<file path="config.mk">
export PLATFORM = sky130hd
export DESIGN_NAME = sys_reset_ctrl
export DESIGN_NICKNAME = d
export VERILOG_FILES = /design/src/rtl/rstc_pkg.sv /design/src/rtl/rstc_sync.sv /design/src/rtl/rstc_pin_filter.sv /design/src/rtl/rstc_sequencer.sv /design/src/rtl/rstc_regs.sv /design/src/rtl/sys_reset_ctrl.sv
export SDC_FILE = /design/constraint.sdc
export NUM_CORES = 1
export LEC_CHECK = 0
export ABC_AREA = 1
export CORE_UTILIZATION = 56
export DETAILED_ROUTE_END_ITERATION = 8
export HOLD_SLACK_MARGIN = 0.02
export PLACE_DENSITY = 0.87
export SYNTH_ARGS = -nofsm -noshare
export SYNTH_HDL_FRONTEND = slang
export SYNTH_HIERARCHICAL = 1
export SYNTH_SLANG_ARGS = --single-unit
</file>
<file path="constraint.sdc">
create_clock -name clk -period 1.95 [get_ports clk]
set_clock_uncertainty 0.2 [all_clocks]
set_input_delay 0.2925 -clock clk [delete_from_list [all_inputs] [get_ports clk]]
set_output_delay 0.2925 -clock clk [all_outputs]
set_load 0.05 [all_outputs]
</file>
<file path="src/rtl/rstc_pkg.sv">
package rstc_pkg;

  typedef enum logic [1:0] {
    SQ_RUN      = 2'd0,
    SQ_HOLD     = 2'd1,
    SQ_LOCKWAIT = 2'd2
  } seq_state_e;

  localparam int ADDR_CTRL  = 0;
  localparam int ADDR_CAUSE = 1;
  localparam int ADDR_PLL   = 2;

  localparam int CAUSE_PIN = 0;
  localparam int CAUSE_SW  = 1;
  localparam int CAUSE_WD  = 2;
  localparam int NCAUSE    = 3;

  function automatic int us_to_cycles(input int mhz, input int us);
    return mhz * us;
  endfunction

  function automatic int cnt_width(input int limit);
    int w;
    w = $clog2(limit + 1);
    return (w < 1) ? 1 : w;
  endfunction

endpackage

</file>
<file path="src/rtl/rstc_sync.sv">
module rstc_sync #(
  parameter int   W       = 1,
  parameter logic RST_VAL = 1'b0
) (
  input  logic         clk,
  input  logic         arst_n,
  input  logic [W-1:0] d,
  output logic [W-1:0] q
);
  logic [W-1:0] meta_q;
  logic [W-1:0] out_q;

  always_ff @(posedge clk or negedge arst_n) begin
    if (!arst_n) begin
      meta_q <= {W{RST_VAL}};
      out_q  <= {W{RST_VAL}};
    end else begin
      meta_q <= d;
      out_q  <= meta_q;
    end
  end

  assign q = out_q;
endmodule

</file>
<file path="src/rtl/rstc_pin_filter.sv">
module rstc_pin_filter #(
  parameter int MIN_CYC = 1750
) (
  input  logic clk,
  input  logic rst_n,
  input  logic pin_n_s,
  output logic hw_evt
);
  localparam int           CW  = rstc_pkg::cnt_width(MIN_CYC);
  localparam logic [CW-1:0] LIM = CW'(MIN_CYC);

  logic [CW-1:0] run_q;

  always_ff @(posedge clk or negedge rst_n) begin
    if (!rst_n)             run_q <= '0;
    else if (pin_n_s)       run_q <= '0;
    else if (run_q != LIM)  run_q <= run_q + 1'b1;
  end

  assign hw_evt = (run_q == LIM);
endmodule

</file>
<file path="src/rtl/rstc_sequencer.sv">
module rstc_sequencer #(
  parameter int LOCK_CYC = 20000
) (
  input  logic clk,
  input  logic rst_n,
  input  logic any_src,
  input  logic lock_s,
  output logic sys_rst_n,
  output logic rst_active,
  output logic lock_late
);
  import rstc_pkg::*;

  localparam int            CW  = cnt_width(LOCK_CYC);
  localparam logic [CW-1:0] LIM = CW'(LOCK_CYC);

  seq_state_e    state_q, state_d;
  logic [CW-1:0] wait_q;
  logic          out_q;

  always_comb begin
    state_d = state_q;
    unique case (state_q)
      SQ_RUN:      if (any_src) state_d = SQ_HOLD;
      SQ_HOLD:     if (!any_src) state_d = SQ_LOCKWAIT;
      SQ_LOCKWAIT: begin
        if (any_src)     state_d = SQ_HOLD;
        else if (lock_s) state_d = SQ_RUN;
      end
      default:     state_d = SQ_HOLD;
    endcase
  end

  always_ff @(posedge clk or negedge rst_n) begin
    if (!rst_n) begin
      state_q <= SQ_LOCKWAIT;
      out_q   <= 1'b0;
    end else begin
      state_q <= state_d;
      out_q   <= (state_d == SQ_RUN);
    end
  end

  always_ff @(posedge clk or negedge rst_n) begin
    if (!rst_n)                        wait_q <= '0;
    else if (state_q != SQ_LOCKWAIT)   wait_q <= '0;
    else if (wait_q != LIM)            wait_q <= wait_q + 1'b1;
  end

  assign sys_rst_n  = out_q;
  assign rst_active = (state_q != SQ_RUN);
  assign lock_late  = (state_q == SQ_LOCKWAIT) && (wait_q == LIM) && !lock_s;
endmodule

</file>
<file path="src/rtl/rstc_regs.sv">
module rstc_regs #(
  parameter int AW = 2,
  parameter int RW = 8
) (
  input  logic          clk,
  input  logic          rst_n,
  input  logic          we,
  input  logic [AW-1:0] addr,
  input  logic [RW-1:0] wdata,
  output logic [RW-1:0] rdata,
  input  logic          hw_evt,
  input  logic          wd_evt,
  input  logic          rst_active,
  input  logic          lock_s,
  input  logic          lock_late,
  output logic          sw_pend,
  output logic [rstc_pkg::NCAUSE-1:0] cause
);
  import rstc_pkg::*;

  logic              pend_q;
  logic [NCAUSE-1:0] cause_q, cause_set, cause_clr;
  logic              late_q;
  logic              wr_ctrl, wr_cause, wr_pll;
  logic              unused_wdata;

  assign wr_ctrl  = we && (addr == AW'(ADDR_CTRL));
  assign wr_cause = we && (addr == AW'(ADDR_CAUSE));
  assign wr_pll   = we && (addr == AW'(ADDR_PLL));
  assign unused_wdata = ^wdata[RW-1:NCAUSE];

  always_comb begin
    cause_set            = '0;
    cause_set[CAUSE_PIN] = hw_evt;
    cause_set[CAUSE_SW]  = pend_q;
    cause_set[CAUSE_WD]  = wd_evt;
    cause_clr            = wr_cause ? wdata[NCAUSE-1:0] : '0;
  end

  always_ff @(posedge clk or negedge rst_n) begin
    if (!rst_n) begin
      pend_q  <= 1'b0;
      cause_q <= '0;
      late_q  <= 1'b0;
    end else begin
      if (rst_active)                pend_q <= 1'b0;
      else if (wr_ctrl && wdata[0])  pend_q <= 1'b1;
      cause_q <= (cause_q & ~cause_clr) | cause_set;
      if (lock_late)                 late_q <= 1'b1;
      else if (wr_pll && wdata[1])   late_q <= 1'b0;
    end
  end

  always_comb begin
    rdata = '0;
    if (addr == AW'(ADDR_CTRL))       rdata[0] = pend_q;
    else if (addr == AW'(ADDR_CAUSE)) rdata[NCAUSE-1:0] = cause_q;
    else if (addr == AW'(ADDR_PLL))   rdata[1:0] = {late_q, lock_s};
  end

  assign sw_pend = pend_q;
  assign cause   = cause_q;
endmodule

</file>
<file path="src/rtl/sys_reset_ctrl.sv">
module sys_reset_ctrl #(
  parameter int CLK_MHZ     = 50,
  parameter int PIN_MIN_US  = 35,
  parameter int LOCK_MAX_US = 400,
  parameter int AW          = 2,
  parameter int RW          = 8
) (
  input  logic          clk,
  input  logic          por_n,
  input  logic          ext_rst_n,
  input  logic          wdog_ovf,
  input  logic          pll_lock,
  input  logic          reg_we,
  input  logic [AW-1:0] reg_addr,
  input  logic [RW-1:0] reg_wdata,
  output logic [RW-1:0] reg_rdata,
  output logic          sys_rst_n,
  output logic          iso_rst_n
);
  import rstc_pkg::*;

  localparam int PIN_CYC  = us_to_cycles(CLK_MHZ, PIN_MIN_US);
  localparam int LOCK_CYC = us_to_cycles(CLK_MHZ, LOCK_MAX_US);

  logic              ctl_rst_n;
  logic              pin_s;
  logic              lock_s;
  logic              hw_evt;
  logic              sw_pend;
  logic              any_src;
  logic              rst_active;
  logic              lock_late;
  logic [NCAUSE-1:0] cause_bits;

  rstc_sync #(.W(1), .RST_VAL(1'b0)) u_por_sync (
    .clk(clk), .arst_n(por_n), .d(1'b1), .q(ctl_rst_n)
  );

  rstc_sync #(.W(1), .RST_VAL(1'b1)) u_pin_sync (
    .clk(clk), .arst_n(ctl_rst_n), .d(ext_rst_n), .q(pin_s)
  );

  rstc_sync #(.W(1), .RST_VAL(1'b0)) u_lock_sync (
    .clk(clk), .arst_n(ctl_rst_n), .d(pll_lock), .q(lock_s)
  );

  rstc_pin_filter #(.MIN_CYC(PIN_CYC)) u_filter (
    .clk(clk), .rst_n(ctl_rst_n), .pin_n_s(pin_s), .hw_evt(hw_evt)
  );

  assign any_src = hw_evt | sw_pend | wdog_ovf;

  rstc_sequencer #(.LOCK_CYC(LOCK_CYC)) u_seq (
    .clk(clk), .rst_n(ctl_rst_n), .any_src(any_src), .lock_s(lock_s),
    .sys_rst_n(sys_rst_n), .rst_active(rst_active), .lock_late(lock_late)
  );

  rstc_regs #(.AW(AW), .RW(RW)) u_regs (
    .clk(clk), .rst_n(ctl_rst_n), .we(reg_we), .addr(reg_addr),
    .wdata(reg_wdata), .rdata(reg_rdata), .hw_evt(hw_evt), .wd_evt(wdog_ovf),
    .rst_active(rst_active), .lock_s(lock_s), .lock_late(lock_late),
    .sw_pend(sw_pend), .cause(cause_bits)
  );

  assign iso_rst_n = ctl_rst_n;
endmodule

</file>
---- Yosys cells after proc, flatten, opt, wreduce, memory -nomap -nowiden ----
Cells that the tools add are included.
storage, ports and cells
  bits of input ports ..................... 16
  bits in latches ......................... 0
  memories ................................ 0
  memory bits (read-only) ................. 0
  bits in writable memories ............... 0
  bits in registers ....................... 40
operators by class
  $mul .................................... 0
  div/mod/pow operators ................... 0
  muxes and demuxes ....................... 19
  equal/unequal tests ..................... 9
  order comparisons ....................... 0
  shifts and indexed selects .............. 0
  reductions and logical operators ........ 16
  add/subtract/negate cells ............... 2
  bitwise operators ....................... 5
operators by type and width
  cell                     count
  $mux W15                 2
  $mux W11                 2
  $add A15 B1 Y15 const B  1
  $eq A15 B15 Y1 const B   1
  $ne A15 B15 Y1 const B   1
  $mux W2                  7
  $add A11 B1 Y11 const B  1
  $eq A11 B11 Y1 const B   1
  $ne A11 B11 Y1 const B   1
  $reduce_bool A2 Y1       5
  $logic_and A1 B1 Y1      7
  $logic_not A2 Y1         3
  $mux W1                  6
  $pmux W2 S3              1
  $eq A2 B1 Y1 const B     2
  $eq A2 B2 Y1 const B     2
  $and A3 B3 Y3            1
  $mux W3                  1
  $not A3 Y3               1
  $or A3 B3 Y3             1
  $ne A2 B2 Y1 const B     1
  $or A1 B1 Y1             2
  $logic_not A1 Y1         1

---- Depth between registers and ports, before layout ----
  word-level depth ........................ 6
  gate-level depth with buffers ........... 10
  depth with buffers taken out ............ 10

---- Hierarchy ----
The synthesis kept the hierarchy.
by module, submodules not included
  module                        instances  area each (um^2)  cells each
  rstc_sequencer                1          1081.0            153
  rstc_pin_filter               1          671.9             92
  rstc_regs                     1          324.1             44
  rstc_sync at u_lock_sync ...  2          50.0              2
  rstc_sync at u_pin_sync       1          52.6              2
  sys_reset_ctrl                1          15.0              4

---- Least setup slack after synthesis ----
No wires, ideal clock.
  kind .................................... reg2out
  from .................................... reg u_por_sync.out_q (netlist: u_por_sync/q)
  to ...................................... out iso_rst_n
  cell stages (with the launch flop) ...... 1
  setup slack ............................. 54 ps
  path buffers ............................ 0
  data required time ...................... 1457 ps
  data arrival time ....................... 1404 ps
  cells stage by stage .................... dfrtp_1
RTL lines
  what                    RTL line              text
  start, declared         rstc_sync.sv:11       logic [W-1:0] out_q;
  start signal, assigned  rstc_sync.sv:16       out_q <= {W{RST_VAL}};
  start signal, assigned  rstc_sync.sv:19       out_q <= meta_q;
  end, declared           sys_reset_ctrl.sv:18  output logic iso_rst_n
No word-level cell between the ends.

---- Worst setup path after layout ----
  from .................................... in reg_addr[0]
  to ...................................... out reg_rdata[0]
on the way
  longest elaborated chain between the ends .. 4
ends and longest elaborated chain
  what             RTL line              text
  start, declared  sys_reset_ctrl.sv:14  input logic [AW-1:0] reg_addr,
  $eq A2 B2 Y1     rstc_regs.sv:58       else if (addr == AW'(ADDR_PLL)) rdata[1:0] = {late_q, lock_s};
  $mux W2          rstc_regs.sv:58
  $mux W2          rstc_regs.sv:57       else if (addr == AW'(ADDR_CAUSE)) rdata[NCAUSE-1:0] = cause_q;
  $mux W1 (*)      rstc_regs.sv:56       if (addr == AW'(ADDR_CTRL)) rdata[0] = pend_q;
  end, declared    sys_reset_ctrl.sv:16  output logic [RW-1:0] reg_rdata,
Every way passes the cells marked *; elsewhere a longest branch is shown, timed or not.

==> summary.txt <==
Run status
  – Status: completed

Timing
  – Crit share post-route: 0.959
  – Final setup vio count: 0
  – Final Hold Viols: 0
  – Min Tclk post-route: 1.87 ns
  – Setup_tns: 0 ns
  – Max-slew headroom: 0.668
  – Slew Limit Fails: 0
  – Least-Margin Pin Slew: 0.498 ns
  – Achievable frequency: 0.535 GHz
  – RSZ-0062 raised after global routing: false

Drt
  – Via count: 1922
  – Via density: 5.22
  – DRT Pass-1 Iters: 5
  – Detailed Route WL: 4.34 mm
  – Post-route antenna net violation count: 0
  – Residual DRC: 0
  – 1st-iter DRT viols: 154
  – WL/cell: 11.8 µm

Layout
  – Area Growth Syn to Fin: 13.8%
  – Most common cell after layout, fill and taps aside: nand2_1
  – Layout cells sized above 1: 0.116
  – Layout Nets: 339
  – N_diodes: 0
  – Most frequent cells in the layout: 70 x nand2_1, 48 x nor2_1, 37 x inv_1, 37 x dfrtp_1, 34 x nand3_1
  – # fillers: 307
  – Fin util: 0.682

Global routing
  – Vias in the first global route: 1835
  – Tot GR Track Use: 0.234
  – Grt ovf: 0
  – Largest net degree at the start of global routing: 39
  – Initial antenna violation count: 0
  – First-pass GRT wire length: 7.56 mm

Setup path
  – Crit Path Category: in -> out
  – Worst-path fanout max: 9
  – Worst r2r src: u_filter/run_q[0]
  – Startpoint Class: input pin
  – Worst EP arrival: 1.38 ns
  – Critical path required time: 1.46 ns
  – Worst Setup End Kind: primary output
  – CP startpoint: reg_addr[0]

Yosys
  – Synth area leader: dfrtp_1
  – Seq/Total Area, Yosys: 0.448
  – Largest cells by area after synthesis: dfrtp_1 41%, nand2_1 12%, nor2_1 8.0%, nand3_1 7.6%, inv_1 6.2%
  – Post-Syn Area per Cell: 7.51 µm²
  – Top-area cell type share of the netlist area: 0.412
  – Seq cells post-synth: 40
  – Yosys cell types: 28
  – Mapped Cells: 299
  – Mapped Area: 2240 µm²
  – Yosys warns: 6

Floorplanning
  – Initial core utilization: 0.600
  – Die area: 4270 µm²
  – CORE AREA: 3740 µm²
  – Ports: 26
  – Die width: 65.3 µm
  – Die H: 65.3 µm
  – Row cnt: 22

Clocking
  – Later-pin clock latency in the skew report: 0.29 ns
  – Setup bufs post-CTS: 0
  – CTS tree: done
  – Clock sink total: 40
  – Reg clk slew, reported paths: 0.07 ns
  – Clock root cell: clkbuf_8
  – Max clock buf depth: 2
  – CTS Buf Count: 5
  – H-tree Lvls: 2

Worst hold path
  – Min-Delay Path Class: reg -> reg
  – Critical hold path startpoint: u_por_sync/meta_q

Place
  – Final HPWL from detailed placement: 3.14 mm
  – I/O Buffers: 15
  – Gpl congestion: 0.944

Power and ir drop
  – Max VDD drop: 0.536 mV
  – Pwr dens: 639 nW/µm²
  – Leakage: 1.15 nW

Job
  – Max Cap Viol: 0
[metal layers]
metal	part of all wire	routed length, µm	GRT usage
met2	0.49	2130	0.384
met3	0.047	202	0.0521
met1	0.44	1920	0.283
met5	0	0	0
met4	0.019	81	0.128
[final timing paths]
| path | slack, ns | endpoint | cells after the start |
|---|---|---|---|
| max reg2reg | 0.16 | u_seq/state_q[1] | 10 |
| min in group asynchronous | 0.18 | u_filter/run_q[10] | 1 |
| max in group asynchronous | 0.94 | u_por_sync/meta_q | 2 |
| min reg2reg | 0.16 | u_por_sync/q | 0 |
| min | 0.16 | u_por_sync/q | 0 |
| max | 0.08 | reg_rdata[0] | 5 |
[cells in the mapped netlist (all sizes together)]
cell type / n
nand2: 72
nor2: 60
inv: 38
dfrtp: 37
nand3: 37
a21oi: 12
buf: 8
nand4: 6
o21ai: 6
nor3: 5
ha: 4
dfstp: 3
xor2: 3
conb: 2
and3: 1
clkbuf: 1
nand3b: 1
o21bai: 1
or2: 1
xnor2: 1
[cell families after synthesis]
kind of cell    synth area share
flops                      0.448
simple gates               0.369
fa+ha+maj                 0.0223
compound gates            0.0452
buf+inv                   0.0970
xor+xnor                  0.0156
other cells              0.00335
[state kept, by name, summed over array words and instances (netlist names)]
register,flops
u_filter/run_q,11
u_lock_sync/meta_q,1
u_lock_sync/q,1
u_pin_sync/meta_q,1
u_pin_sync/q,1
u_por_sync/meta_q,1
u_por_sync/q,1
u_regs/cause,3
u_regs/late_q,1
u_regs/sw_pend,1
u_seq/state_q,2
u_seq/sys_rst_n,1
u_seq/wait_q,15
[critical path: stages]
cell             delay [ns]
clkdlybuf4s50_1        0.66
nor2_2                 0.07
nand2_1                0.07
nand3_1                0.12
buf_12                 0.17
[stage by stage]
stage	power [mW]	hold slack [ns]	cells	area (µm²)	setup slack, ns
6_report	1.63	0.157	368	2550	0.0808
5_1_grt	1.72	0.164	368	2550	0.0138
3_3_place_gp	1.09	0.136	359	2450	0.0890
4_1_cts	1.66	0.159	368	2550	0.0491
2_1_floorplan	1.02	-0.203	303	2260	0.0539
3_5_place_dp	1.09	0.147	359	2450	0.0889
[final cells by class]
cell class	count	area (µm²)	share of cell area
Multi-Input combinational cell	216	1040	0.406
Tap cell	48	60.1	0.0235
Timing Repair Buffer	18	218	0.0852
Clock buffer	6	82.6	0.0323
Clock inverter	2	10.0	0.00392
Inverter	38	143	0.0558
Sequential cell	40	1000	0.393
[timing repair]
item | CTS | global route
hold endpoints to repair | 2 | 0
gates resized for setup | 0 | 1
hold buffers | 1 | 0
setup endpoints to repair | 0 | 1
[report_power, final]
group          internal (mW)  total, mW  switching, mW  leakage (nW)
registers              0.860      0.880         0.0205         0.526
clock network          0.282      0.557          0.275        0.0510
logic                 0.0720      0.196          0.124         0.576
total                   1.21       1.63          0.420          1.15
Power figures use the tool's default switching activity.
